--- config.mk ---
export PLATFORM = sky130hd
export DESIGN_NAME = slot_pwr_guard
export DESIGN_NICKNAME = d
export VERILOG_FILES = /design/src/rtl/spl_pkg.sv /design/src/rtl/spl_limit_store.sv /design/src/rtl/spl_limit_cmp.sv /design/src/rtl/spl_enforce_state.sv /design/src/rtl/spl_tlp_gate.sv /design/src/rtl/slot_pwr_guard.sv
export SDC_FILE = /design/constraint.sdc
export NUM_CORES = 1
export LEC_CHECK = 0
export BUFFER_PORTS_ARGS = -buffer_cell sky130_fd_sc_hd__buf_2
export CAP_MARGIN = 0
export CORE_ASPECT_RATIO = 0.8
export CORE_UTILIZATION = 38
export DETAILED_ROUTE_END_ITERATION = 10
export GPL_ROUTABILITY_DRIVEN = 1
export GPL_TIMING_DRIVEN = 0
export PLACE_DENSITY = 0.82
export SLEW_MARGIN = 0
export SYNTH_ARGS = -nofsm -noshare
export SYNTH_HDL_FRONTEND = slang
export SYNTH_SLANG_ARGS = --single-unit
--- constraint.sdc ---
create_clock -name clk_i -period 1.73 [get_ports clk_i]
set_clock_uncertainty 0.15 [all_clocks]
set_input_delay 0.0865 -clock clk_i [delete_from_list [all_inputs] [get_ports clk_i]]
set_output_delay 0.0865 -clock clk_i [all_outputs]
set_load 0.02 [all_outputs]
--- src/rtl/spl_pkg.sv ---
package spl_pkg;
  localparam int unsigned SCALE_W = 2;
  localparam int unsigned VALUE_W = 8;
  localparam int unsigned MODE_W  = 3;
  localparam int unsigned KIND_W  = 3;

  localparam logic [MODE_W-1:0] OVR_IGNORE = 3'b000;
  localparam logic [MODE_W-1:0] OVR_REJECT = 3'b001;

  typedef enum logic [KIND_W-1:0] {
    KIND_MEM_RD = 3'd0,
    KIND_MEM_WR = 3'd1,
    KIND_IO     = 3'd2,
    KIND_CFG0   = 3'd3,
    KIND_CFG1   = 3'd4,
    KIND_SPL    = 3'd5,
    KIND_MSG    = 3'd6,
    KIND_CPL    = 3'd7
  } tlp_kind_e;

  localparam int unsigned KIND_N = 1 << KIND_W;
  localparam logic [KIND_N-1:0] EXEMPT_MASK =
    (KIND_N'(1) << KIND_CFG0) | (KIND_N'(1) << KIND_CFG1) | (KIND_N'(1) << KIND_SPL);
endpackage

--- src/rtl/spl_limit_store.sv ---
module spl_limit_store #(
  parameter int unsigned SCALE_W = 2,
  parameter int unsigned VALUE_W = 8
) (
  input  logic               clk_i,
  input  logic               rst_ni,
  input  logic               perst_ni,
  input  logic               load_i,
  input  logic [SCALE_W-1:0] scale_i,
  input  logic [VALUE_W-1:0] value_i,
  output logic [SCALE_W-1:0] scale_o,
  output logic [VALUE_W-1:0] value_o,
  output logic [SCALE_W-1:0] scale_nxt_o,
  output logic [VALUE_W-1:0] value_nxt_o
);
  logic [SCALE_W-1:0] scale_q;
  logic [VALUE_W-1:0] value_q;

  always_comb begin
    if (!perst_ni) begin
      scale_nxt_o = '0;
      value_nxt_o = '0;
    end else if (load_i) begin
      scale_nxt_o = scale_i;
      value_nxt_o = value_i;
    end else begin
      scale_nxt_o = scale_q;
      value_nxt_o = value_q;
    end
  end

  always_ff @(posedge clk_i or negedge rst_ni) begin
    if (!rst_ni) begin
      scale_q <= '0;
      value_q <= '0;
    end else begin
      scale_q <= scale_nxt_o;
      value_q <= value_nxt_o;
    end
  end

  assign scale_o = scale_q;
  assign value_o = value_q;
endmodule

--- src/rtl/spl_limit_cmp.sv ---
module spl_limit_cmp #(
  parameter int unsigned SCALE_W = 2,
  parameter int unsigned VALUE_W = 8
) (
  input  logic [SCALE_W-1:0] scale_i,
  input  logic [VALUE_W-1:0] value_i,
  input  logic [SCALE_W-1:0] min_scale_i,
  input  logic [VALUE_W-1:0] min_value_i,
  output logic               short_o
);
  logic scale_low;
  logic value_low;

  assign scale_low = scale_i < min_scale_i;
  assign value_low = value_i < min_value_i;
  // both fields must fall short
  assign short_o   = scale_low & value_low;
endmodule

--- src/rtl/spl_enforce_state.sv ---
module spl_enforce_state (
  input  logic clk_i,
  input  logic rst_ni,
  input  logic perst_ni,
  input  logic load_i,
  input  logic short_i,
  output logic armed_o,
  output logic low_o
);
  logic armed_q;
  logic low_q;
  logic eval;

  // first edge out of fundamental reset, or any later message
  assign eval = perst_ni & (~armed_q | load_i);

  always_ff @(posedge clk_i or negedge rst_ni) begin
    if (!rst_ni) begin
      armed_q <= 1'b0;
      low_q   <= 1'b0;
    end else if (!perst_ni) begin
      armed_q <= 1'b0;
      low_q   <= 1'b0;
    end else begin
      armed_q <= 1'b1;
      if (eval) low_q <= short_i;
    end
  end

  assign armed_o = armed_q;
  assign low_o   = low_q;
endmodule

--- src/rtl/spl_tlp_gate.sv ---
module spl_tlp_gate #(
  parameter int unsigned             MODE_W      = 3,
  parameter int unsigned             KIND_W      = 3,
  parameter logic [MODE_W-1:0]       REJECT_CODE = 3'b001,
  parameter logic [(1<<KIND_W)-1:0]  EXEMPT      = '0
) (
  input  logic              low_i,
  input  logic [MODE_W-1:0] mode_i,
  input  logic              valid_i,
  input  logic [KIND_W-1:0] kind_i,
  output logic              reject_o
);
  localparam int unsigned KIND_N = 1 << KIND_W;

  logic [KIND_N-1:0] kind_hit;
  logic              exempt;

  for (genvar k = 0; k < KIND_N; k++) begin : g_kind
    assign kind_hit[k] = (kind_i == KIND_W'(k)) & EXEMPT[k];
  end

  assign exempt   = |kind_hit;
  assign reject_o = valid_i & low_i & (mode_i == REJECT_CODE) & ~exempt;
endmodule

--- src/rtl/slot_pwr_guard.sv ---
module slot_pwr_guard
  import spl_pkg::*;
(
  input  logic         clk_i,
  input  logic         rst_ni,
  input  logic         perst_ni,
  input  logic         spl_msg_i,
  input  logic [1:0]   spl_scale_i,
  input  logic [7:0]   spl_value_i,
  input  logic [1:0]   min_scale_i,
  input  logic [7:0]   min_value_i,
  input  logic [2:0]   ovr_mode_i,
  input  logic         tlp_valid_i,
  input  logic [2:0]   tlp_kind_i,
  output logic         tlp_reject_o,
  output logic [1:0]   cap_scale_o,
  output logic [7:0]   cap_value_o
);
  logic [SCALE_W-1:0] scale_nxt;
  logic [VALUE_W-1:0] value_nxt;
  logic               short_nxt;
  logic               armed_q;
  logic               low_q;

  spl_limit_store #(.SCALE_W(SCALE_W), .VALUE_W(VALUE_W)) u_store (
    .clk_i       (clk_i),
    .rst_ni      (rst_ni),
    .perst_ni    (perst_ni),
    .load_i      (spl_msg_i),
    .scale_i     (spl_scale_i),
    .value_i     (spl_value_i),
    .scale_o     (cap_scale_o),
    .value_o     (cap_value_o),
    .scale_nxt_o (scale_nxt),
    .value_nxt_o (value_nxt)
  );

  spl_limit_cmp #(.SCALE_W(SCALE_W), .VALUE_W(VALUE_W)) u_cmp (
    .scale_i     (scale_nxt),
    .value_i     (value_nxt),
    .min_scale_i (min_scale_i),
    .min_value_i (min_value_i),
    .short_o     (short_nxt)
  );

  spl_enforce_state u_state (
    .clk_i    (clk_i),
    .rst_ni   (rst_ni),
    .perst_ni (perst_ni),
    .load_i   (spl_msg_i),
    .short_i  (short_nxt),
    .armed_o  (armed_q),
    .low_o    (low_q)
  );

  spl_tlp_gate #(
    .MODE_W      (MODE_W),
    .KIND_W      (KIND_W),
    .REJECT_CODE (OVR_REJECT),
    .EXEMPT      (EXEMPT_MASK)
  ) u_gate (
    .low_i    (low_q),
    .mode_i   (ovr_mode_i),
    .valid_i  (tlp_valid_i),
    .kind_i   (tlp_kind_i),
    .reject_o (tlp_reject_o)
  );
endmodule

# == Word level (Yosys, flattened, before mapping) ==
# Index checks and enable logic that the tools add are counted.
# op_classes
order_cmp,2
eq_ne,5
n_mux,7
n_bitwise,8
n_reduce_logical,1
# ops
cell,count
8-bit two-way mux,2
8-bit less-than comparator,1
3-bit == test (second input constant),2
1-bit AND,5
2-bit two-way mux,2
3-bit by 1-bit == test with 1-bit output (second input constant),1
3-bit by 2-bit == test with 1-bit output (second input constant),1
1-bit two-way mux,3
3-bit OR reduction,1
2-bit less-than comparator,1
2-bit by 1-bit != test with 1-bit output (second input constant),1
1-bit inverter,2
1-bit OR,1
# word_totals
register_bits,12
inputBits,31
output_inout_bits,11
elab_cells,27

# == Logic depth before layout (Yosys ltp) ==
# Gate-level depths: netlist (run 1).
# depth
depth_word,6
mapped_depth,8

# == Hierarchy ==
# From an unflattened synthesis (run 1), not the netlist that was laid out.
# unflattened
hier_cells,70
area_unflattened_um2,758.2
# by_module_without_submodules
module,instances,cells_each,area_per_inst_um2
spl_limit_store,1,31,424.2
spl_limit_cmp,1,29,217.7
spl_enforce_state,1,6,81.3
spl_tlp_gate,1,4,35.0

# == Least setup slack after synthesis (run 1) ==
# OpenSTA, ideal clock, no wires.
# synth_path
path_kind,register -> register
from,"register u_store.value_q[3], in the netlist u_store.value_o[3]"
to,"register u_state.low_q, in the netlist u_state.low_o"
setup_time_ps,92
t_arrival_ps,1588
slack_ps,-100
stages_incl_launch_ff,8
synth_period_minus_slack_ps,1830
cell_sequence,dfrtp_1 mux2i_1 nor2b_1 ha_1 a211oi_1 o21ai_0 o21a_1 o31ai_2
# synth_via
elab_chain_len,6
# synth_rtl
element,line_no,rtl
start: declaration,spl_limit_store.sv:17,logic [VALUE_W-1:0] value_q;
start signal: assignment,spl_limit_store.sv:38,value_q <= value_nxt_o;
8-bit two-way mux,spl_limit_store.sv:23,end else if (load_i) begin
8-bit two-way mux,spl_limit_store.sv:20,if (!perst_ni) begin
named net u_cmp.value_i[3],spl_limit_cmp.sv:6,"input logic [VALUE_W-1:0] value_i,"
8-bit less-than comparator,spl_limit_cmp.sv:15,assign value_low = value_i < min_value_i;
1-bit AND,spl_limit_cmp.sv:17,assign short_o = scale_low & value_low;
1-bit two-way mux,spl_enforce_state.sv:26,if (eval) low_q <= short_i;
1-bit two-way mux,spl_enforce_state.sv:21,end else if (!perst_ni) begin
end signal: assignment,spl_enforce_state.sv:26,
end: declaration,spl_enforce_state.sv:11,logic low_q;
# The timed path passes the listed nets, and every way through them passes these cells. The select of a mux whose other input is x is not followed.
# A chain may end at the register's enable or synchronous reset.

# == Worst setup path in the final report (run 1) ==
# Same ends and word-level chain as after synthesis.

==> qor.csv, run 1 <==
metric;value;unit
status;finished with violations;
violated checks;negative hold slack, negative setup slack;
Rows;14;
Worst Max-Slew Pin Slew;0.368;ns
CP endpoint kind;register;
filler instances;173;
CTS Buf Count;3;
unrepaired setup endpoints after global routing;true;
CP max stage delay;0.40;ns
Leak;0.636;nW
min Tclk post-route;1.77;ns
Synth top area share;39.9;%
drt drc;0;
Syn Std Cell Area;753;sq um
critical path depth;7;
Mapped Cells;74;
syn_nets;113;
synthesized area per cell;10.2;sq um
post-detail-place hpwl;1.30;mm
Final Max Slew Viols;0;
CTS Buffer Depth;2;
Reg clk slew, reported paths;0.08;ns
largest net degree at the start of global routing;13;
fin nets;166;
DIE WIDTH;51.8;um
Fmax;0.564;GHz
gr usage total;16.8;%
total power;0.000665;W
slew margin rel.;75.4;%
sequential fraction of the synthesis area;39.9;%
VDD IR max;0.439;mV
die span in y;41.8;um
cell taking the most area after synthesis;dfrtp_1;
share of layout cells above drive strength 1;38.9;%
Hold Vio Cnt, Final;1;
most frequent cells in the layout;buf_2 (41), inv_1 (11), mux2i_1 (11), dfrtp_1 (11), nor2b_1 (10);
DRT antenna net count;0;
initial drt markers;13;
Final Cycle Share;103;%
worst path cell trace;mux2i_1 -> nor2b_1 -> ha_1 -> a211oi_2 -> o21ai_1 -> o21a_1 -> o31ai_2;
drt wl/cell;11.2;um
peak fanout along the critical path;2;
Worst-Skew Late Latency;0.28;ns
port buffer count;41;
MaxCap Viol Count;0;
post-route worst setup slack;-0.0438;ns
Final setup viols;1;
Initial Util;40.2;%
final instance area;1090;sq um
H-tree level count;1;
WP buf/inv;0;
Final Wtd Congestion;0.702;
unique cell type count in the Yosys netlist;21;
Hold Path Cell Cnt;3;
R2R cell count;7;
iteration count of the initial detailed-routing pass;4;
flops & latches, synth;12;
Diodes inserted;0;
Crit-path slowest cell;dfrtp_2;
GRT Residual Overflow;0;
WP data required;1.78;ns
initial antenna violation count;0;
clk root buf;clkbuf_4;
worst slack at placement;-0.266;ns
final wirelength;1.68;mm
pwr dens;611;nW/um^2
first-pass GRT wire length;2.68;mm
core area;1870;sq um
placed cell areas;990;sq um
Die ar.;2170;sq um
data arrival time of the critical path;1.82;ns
CTS tree;yes;
Hold WC Path Type;in2reg;
Worst setup SP type;register;
# IOs;42;
hold_ws;-0.00604;ns
top post-synthesis cells by area;dfrtp_1 (40%), mux2i_1 (15%), ha_1 (13%);
vias in the first global route;666;
Ys Warns;0;
Top delay family on crit path;compound AO/OA/AOI/OAI gates;
routed vias/inst;4.81;
clk sink count;12;
Layout Area Growth over Synthesis;44.5;%
vias post-DR;721;
WS Path Type;reg2reg;
commonest non-fill, non-tap cell in the layout;buf_2;
worst paths after layout:
path                               startpoint            endpoint  slack [ns]
setup / recovery           u_store.value_o[3]       u_state.low_o       -0.04
hold / removal                 spl_value_i[5]  u_store.value_o[5]      -0.006
setup reg to reg           u_store.value_o[3]       u_state.low_o       -0.04
hold reg to reg                 u_state.low_o       u_state.low_o        0.40
max in group asynchronous              rst_ni  u_store.value_o[3]        1.14
min in group asynchronous              rst_ni  u_store.value_o[2]        0.06
sequential cells by signal, summed over array words and instances (netlist names):
signal and cells:
u_store.value_o 8, u_store.scale_o 2, u_state.armed_o 1, u_state.low_o 1
timing repair:
action / 4_1_cts / 5_1_grt
setup endpoints to repair: 1 / 1
endpoints found under the hold margin: 18 / 2
hold buffers: 5 / 1
gates resized for setup: 1 / 0
pin swaps: 2 / 0
buffers inserted: 1 / 0
tightest hold or removal path: cells and delay by family:
family,cells,cell delay [ns]
AND/OR/NAND/NOR,1,0.14
buffers and inverters,1,0.08
multiplexers,1,0.06
power breakdown:
part	internal, W	switching, W	leakage [nW]
combinational	0.0000894	0.0000883	0.465
sequential	0.000297	0.00000808	0.156
clock	0.0000894	0.0000926	0.0150
total	0.000476	0.000189	0.636
cells by family after synthesis:
| kind of cell | count (synthesis) | synth area share [%] |
|---|---|---|
| multiplexers | 11 | 14.6 |
| flip-flops | 12 | 39.9 |
| buffers and inverters | 13 | 7.47 |
| AND/OR/NAND/NOR | 21 | 16.3 |
| adder cells (fa/ha/maj) | 8 | 13.3 |
| AO/OA/AOI/OAI | 9 | 8.47 |
stage by stage:
stage / instances / utilization [%] / TNS (ns)
final: 150 / 58.1 / -0.0438
after global routing: 150 / 58.1 / -0.166
after CTS: 149 / 57.5 / -0.0429
after detailed placement: 139 / 52.8 / -0.266
after global placement: 139 / 52.8 / -0.190
after floorplan: 74 / - / -0.0437
cell type report:
type	count	area, sq um	share of cell area [%]
tap	24	30.0	2.76
timing repair buffer	48	273	25.1
clock buffer	4	26.3	2.41
inverter	11	41.3	3.79
buffer	2	15.0	1.38
sequential	12	302	27.7
multi-input combinational	49	402	36.9
synth_stat cells, drive strengths merged:
library cell	count
nand2	2
o21ai	2
dfrtp	12
nand3	1
and2b	1
buf	1
nand4	3
nor2	2
a21oi	2
nor2b	10
clkbuf	1
nand4b	1
o21a	1
mux2i	11
nor3	1
a211oi	1
ha	8
inv	11
o31ai	1
a22o	1
a21o	1
layer usage:
metal | global-route usage [%] | part of all wire, %
met1 | 20.6 | 43
met2 | 29.4 | 49
met3 | 3.30 | 7.0
met4 | 4.86 | 0.59
met5 | 0 | 0
Power figures use the tool's default switching activity.
==> inputs of run 2 (changes only) <==
--- a/config.mk
+++ b/config.mk
@@ -9,6 +9,7 @@
 export CAP_MARGIN = 0
 export CORE_ASPECT_RATIO = 0.8
 export CORE_UTILIZATION = 38
+export CTS_BUF_LIST = sky130_fd_sc_hd__clkbuf_16
 export DETAILED_ROUTE_END_ITERATION = 10
 export GPL_ROUTABILITY_DRIVEN = 1
 export GPL_TIMING_DRIVEN = 0
==> run 2 against run 1 <==
Against the previous run: the run ends with negative setup slack left; global-route usage rose by 1.1 points; critical path depth did not move; sequential cell count did not move; critical path type unchanged; worst setup slack improved by 0.0092 ns; routed wire length rose by 4.2%; register-to-register slack barely moved.
==> qor.csv, run 2 (same netlist as run 1, synthesis figures left out) <==
metric;value;unit;change
iteration count of the initial detailed-routing pass;4;;unchanged
drt drc;0;;unchanged
peak fanout along the critical path;2;;unchanged
MaxCap Viol Count;0;;unchanged
worst path cell trace;mux2i_1 -> nor2b_1 -> ha_1 -> a211oi_2 -> o21ai_1 -> o21a_1 -> o31ai_2;;
CTS Buf Count;3;;unchanged
Reg clk slew, reported paths;0.04;ns;-0.04 ns
GRT Residual Overflow;0;;unchanged
initial drt markers;5;;-8
total power;0.000901;W;+35%
Final setup viols;1;;unchanged
pwr dens;813;nW/um^2;+33%
min Tclk post-route;1.76;ns;-0.00918 ns
slew margin rel.;74.1;%;-1.4 points
Layout Area Growth over Synthesis;47.2;%;
WP data required;1.73;ns;-0.05 ns
vias post-DR;703;;-2.5%
Hold WC Path Type;in2reg;;
gr usage total;17.9;%;+1.1 points
die span in y;41.8;um;unchanged
data arrival time of the critical path;1.77;ns;-0.05 ns
fin nets;163;;-1.8%
clk sink count;12;;unchanged
CP endpoint kind;register;;
Final Max Slew Viols;0;;unchanged
Reg area;302;sq um;unchanged
post-route worst setup slack;-0.0347;ns;+0.00918 ns
CTS tree;yes;;
largest net degree at the start of global routing;13;;unchanged
Final Cycle Share;102;%;-0.53 points
port buffer count;41;;unchanged
max FFs per register;8;;unchanged
filler instances;166;;-4.0%
Worst setup SP type;register;;
final wirelength;1.75;mm;+4.2%
DRT antenna net count;0;;unchanged
Worst Max-Slew Pin Slew;0.389;ns;+0.0204 ns
CP max stage delay;0.39;ns;about the same
Worst-Skew Late Latency;0.24;ns;-0.04 ns
worst slack at placement;-0.266;ns;unchanged
Leak;0.650;nW;+2.2%
initial antenna violation count;0;;unchanged
VDD IR max;0.522;mV;+19%
multi-input logic area;402;sq um;unchanged
H-tree level count;1;;unchanged
violated checks;negative setup slack;;
most frequent cells in the layout;buf_2 (41), inv_1 (12), mux2i_1 (11), dfrtp_1 (11), nor2b_1 (10);;
post-detail-place hpwl;1.30;mm;unchanged
vias in the first global route;663;;-0.45%
Diodes inserted;0;;unchanged
# IOs;42;;unchanged
core area;1870;sq um;unchanged
first-pass GRT wire length;2.76;mm;+3.1%
CTS Buffer Depth;2;;unchanged
share of layout cells above drive strength 1;40.7;%;+1.8 points
Fmax;0.567;GHz;+0.52%
Reg2Reg Setup Slack;-0.03;ns;about the same
Hold Vio Cnt, Final;0;;-1
commonest non-fill, non-tap cell in the layout;buf_2;;
DIE WIDTH;51.8;um;unchanged
drt wl/cell;11.9;um;+6.3%
clk root buf;clkbuf_16;;
Initial Util;40.2;%;unchanged
unrepaired setup endpoints after global routing;true;;
Rows;14;;unchanged
WS Path Type;reg2reg;;
Die ar.;2170;sq um;unchanged
status;finished with violations;;
Final Wtd Congestion;0.702;;unchanged
routed vias/inst;4.78;;-0.51%
Crit-path slowest cell;dfrtp_2;;
## run 2: routing by layer
| metal | vias to the layer above | share of wire (%) | global-route usage [%] |
|---|---|---|---|
| li1 | 348 | - | - |
| met1 | 319 | 42 | 20.8 |
| met2 | 31 | 49 | 31.4 |
| met3 | 5 | 6.8 | 2.20 |
| met4 | 0 | 2.2 | 9.73 |
| met5 | - | 0 | 0 |
## run 2: worst max-delay path: cells and delay by family (launching register included)
kind	cells	cell delay [ns]
AOI/OAI and AO/OA	4	0.61
adders and majority gates	1	0.30
DFF	1	0.39
muxes	1	0.14
and+or+nand+nor	1	0.09
## run 2: where the power goes
part	leakage (nW)	total [W]	switching (W)	internal, W
registers	0.156	0.000307	0.00000812	0.000299
clock network	0.0423	0.000420	0.000117	0.000304
logic	0.451	0.000174	0.0000889	0.0000849
## run 2: through the flow
step / hold WS (ns) / util, % / area, sq um / cells / setup TNS, ns
after floorplan: -0.359 / - / 754 / 74 / -0.0437
after global placement: -0.175 / 52.8 / 990 / 139 / -0.190
after detailed placement: -0.166 / 52.8 / 990 / 139 / -0.266
after CTS: 0.0164 / 58.7 / 1100 / 146 / -0.0395
after global routing: 0.0177 / 59.1 / 1110 / 147 / -0.146
final: 0.0172 / 59.1 / 1110 / 147 / -0.0347
## run 2: worst paths after layout
| check | start | end | depth (start not counted) |
|---|---|---|---|
| hold reg to reg | u_state.low_o | u_state.low_o | 2 |
| hold / removal | perst_ni | u_state.low_o | 3 |
| setup / recovery | u_store.value_o[3] | u_state.low_o | 7 |
| setup reg to reg | u_store.value_o[3] | u_state.low_o | 7 |
| min in group asynchronous | rst_ni | u_store.value_o[2] | 2 |
| max in group asynchronous | rst_ni | u_store.value_o[3] | 2 |
## run 2: timing repair
item | CTS | global route
resized for setup | 1 | 0
hold buffers | 2 | 0
hold endpoints to repair | 13 | 0
buffers inserted | 1 | 1
endpoints found under the setup margin | 1 | 1
pin swaps | 2 | 2
## run 2: cell type report
| type | instances | share of cell area [%] |
|---|---|---|
| sequential | 12 | 27.2 |
| multi-input combinational | 49 | 36.2 |
| clock buffer | 3 | 6.77 |
| inverter | 11 | 3.72 |
| clock inverter | 1 | 0.339 |
| buffer | 2 | 1.35 |
| tap | 24 | 2.71 |
| timing repair buffer | 45 | 21.7 |
==> inputs of run 3 (changes only) <==
--- a/config.mk
+++ b/config.mk
@@ -13,7 +13,9 @@
 export DETAILED_ROUTE_END_ITERATION = 10
 export GPL_ROUTABILITY_DRIVEN = 1
 export GPL_TIMING_DRIVEN = 0
+export HOLD_SLACK_MARGIN = 0.1
 export PLACE_DENSITY = 0.82
+export SETUP_SLACK_MARGIN = 0.02
 export SLEW_MARGIN = 0
 export SYNTH_ARGS = -nofsm -noshare
 export SYNTH_HDL_FRONTEND = slang
==> run 3 against run 2 <==
Against the previous run: the flow still finishes with violations (negative setup slack); non-clock buffer count up 8; routed wire length grew 4.4%; worst setup slack lost 0.00090 ns; design area grew 7.4%; clock power barely moved; via count increased by 6.7%; die area is the same; sequential cell count stayed put; fmax hardly changed; final cell count rose by 5.4%.
==> qor.csv, run 3 (same netlist as run 1, synthesis figures left out) <==
metric;value;unit;change
pwr dens;770;nW/um^2;-5.2%
gr usage total;18.8;%;+0.92 points
die span in y;41.8;um;unchanged
Diodes inserted;0;;unchanged
worst r2r src;u_store.value_o[3];;
Int Pwr;0.000700;W;+1.8%
drt wl/cell;11.8;um;-0.94%
port buffer count;41;;unchanged
drt drc;0;;unchanged
min Tclk post-route;1.77;ns;+0.000904 ns
routed vias/inst;4.84;;+1.2%
worst path cell trace;mux2i_1 -> nor2b_1 -> ha_1 -> a211oi_2 -> o21ai_1 -> o21a_1 -> o31ai_2;;
final wirelength;1.83;mm;+4.4%
critical path depth;7;;unchanged
Final Cycle Share;102;%;about the same
hold_ws;0.102;ns;+0.0849 ns
Fmax;0.566;GHz;about the same
CP endpoint kind;register;;
VDD IR max;0.525;mV;+0.58%
Leak;0.691;nW;+6.4%
fin nets;171;;+4.9%
Die ar.;2170;sq um;unchanged
commonest non-fill, non-tap cell in the layout;buf_2;;
Hold Vio Cnt, Final;0;;unchanged
DRT antenna net count;0;;unchanged
Layout Area Growth over Synthesis;58.1;%;
Final Wtd Congestion;0.702;;unchanged
R2R Path End;u_state.low_o;;
Hold WC Path Type;in2reg;;
Rows;14;;unchanged
post-detail-place hpwl;1.30;mm;unchanged
CTS Buffer Depth;2;;unchanged
worst slack at placement;-0.266;ns;unchanged
Final Max Slew Viols;0;;unchanged
vias in the first global route;717;;+8.1%
CTS tree;yes;;
Crit-path slowest cell;dfrtp_2;;
initial drt markers;6;;+1
vias post-DR;750;;+6.7%
peak fanout along the critical path;2;;unchanged
DP Cell Count;139;;unchanged
TNS Setup;-0.0356;ns;-0.000904 ns
clk sink count;12;;unchanged
Worst setup SP type;register;;
slew margin rel.;75.6;%;+1.5 points
R2R cell count;7;;unchanged
Worst-Skew Late Latency;0.24;ns;about the same
GRT Residual Overflow;0;;unchanged
CP max stage delay;0.39;ns;about the same
CTS Buf Count;3;;unchanged
Post-Route Utilization;63.6;%;+4.4 points
largest net degree at the start of global routing;13;;unchanged
H-tree level count;1;;unchanged
# IOs;42;;unchanged
iteration count of the initial detailed-routing pass;4;;unchanged
fin cells;155;;+5.4%
sw frac;23.7;%;about the same
unrepaired setup endpoints after global routing;true;;
WP buf/inv;0;;unchanged
core area;1870;sq um;unchanged
status;finished with violations;;
Final setup viols;1;;unchanged
share of layout cells above drive strength 1;37.4;%;-3.2 points
crit path launch;u_store.value_o[3];;
P_sw;0.000218;W;+1.9%
Clk network pwr share;45.9;%;-0.7 points
clk root buf;clkbuf_16;;
max FFs per register;8;;unchanged
CP Capture Point;u_state.low_o;;
most frequent cells in the layout;buf_2 (41), inv_1 (12), mux2i_1 (11), dlygate4sd3_1 (11), dfrtp_1 (11);;
DIE WIDTH;51.8;um;unchanged
initial antenna violation count;0;;unchanged
violated checks;negative setup slack;;
post-route worst setup slack;-0.0356;ns;-0.000904 ns
WP data required;1.73;ns;about the same
Reg2Reg Setup Slack;-0.04;ns;about the same
Initial Util;40.2;%;unchanged
MaxCap Viol Count;0;;unchanged
Top delay family on crit path;compound AO/OA/AOI/OAI gates;;
Hold Path Cell Cnt;3;;unchanged
filler instances;158;;-4.8%
Seq pwr share;33.5;%;-0.6 points
Worst Max-Slew Pin Slew;0.366;ns;-0.0228 ns
WS Path Type;reg2reg;;
data arrival time of the critical path;1.77;ns;about the same
Reg clk slew, reported paths;0.04;ns;about the same
first-pass GRT wire length;2.91;mm;+5.5%
Logic pwr share;20.6;%;+1.3 points
run 3: cell types whose count changed in the layout (fill, tap and decap cells not counted), sizes merged:
cell,previous run,this run
buf,44,43
dlygate4sd3,2,11
run 3: layer usage:
| layer | vias up | routed length, um | share of wire (%) | GRT usage (%) |
|---|---|---|---|---|
| met5 | - | 0 | 0 | 0 |
| met3 | 5 | 131 | 7.2 | 2.20 |
| met2 | 35 | 932 | 51 | 33.5 |
| met1 | 346 | 729 | 40 | 21.8 |
| met4 | 0 | 38 | 2.1 | 9.73 |
| li1 | 364 | - | - | - |
run 3: power by group through the flow:
stage	clock (W)	sequential, W	combinational (W)
after floorplan	0	0.000327	0.0000769
after global placement	0	0.000311	0.000158
after detailed placement	0	0.000310	0.000164
after CTS	0.000428	0.000307	0.000189
after global routing	0.000439	0.000309	0.000207
final	0.000422	0.000307	0.000189
run 3: worst min path at each step:
stage / from / to / slack (ns)
after floorplan: rst_ni / u_state.armed_o / -0.36
after global placement: rst_ni / u_store.value_o[2] / -0.17
after detailed placement: rst_ni / u_store.value_o[2] / -0.17
after CTS: rst_ni / u_store.value_o[2] / 0.10
after global routing: spl_msg_i / u_store.scale_o[0] / 0.11
final: spl_msg_i / u_store.scale_o[0] / 0.10
run 3: stage by stage:
step / cell area [sq um] / power [W]
final: 1190 / 0.000918
after global placement: 990 / 0.000468
after global routing: 1190 / 0.000956
after detailed placement: 990 / 0.000475
after CTS: 1190 / 0.000924
after floorplan: 754 / 0.000404
run 3: tightest hold or removal path: stages:
cell and delay (ns):
buf_2 0.10, mux2i_1 0.08, nor2b_1 0.16
run 3: final cells by class:
class	instances	area, sq um	share of cell area (%)
tap	24	30.0	2.52
multi-input combinational	49	402	33.7
inverter	11	41.3	3.47
sequential	12	302	25.3
clock buffer	3	75.1	6.30
clock inverter	1	3.75	0.315
timing repair buffer	53	323	27.1
buffer	2	15.0	1.26
run 3: what timing repair did:
item / CTS / global route
endpoints found under the setup margin: 1 / 1
gates resized for setup: 1 / 0
buffers inserted: 1 / 0
pin swaps: 2 / 0
hold endpoints to repair: 23 / 0
hold buffers: 11 / 0
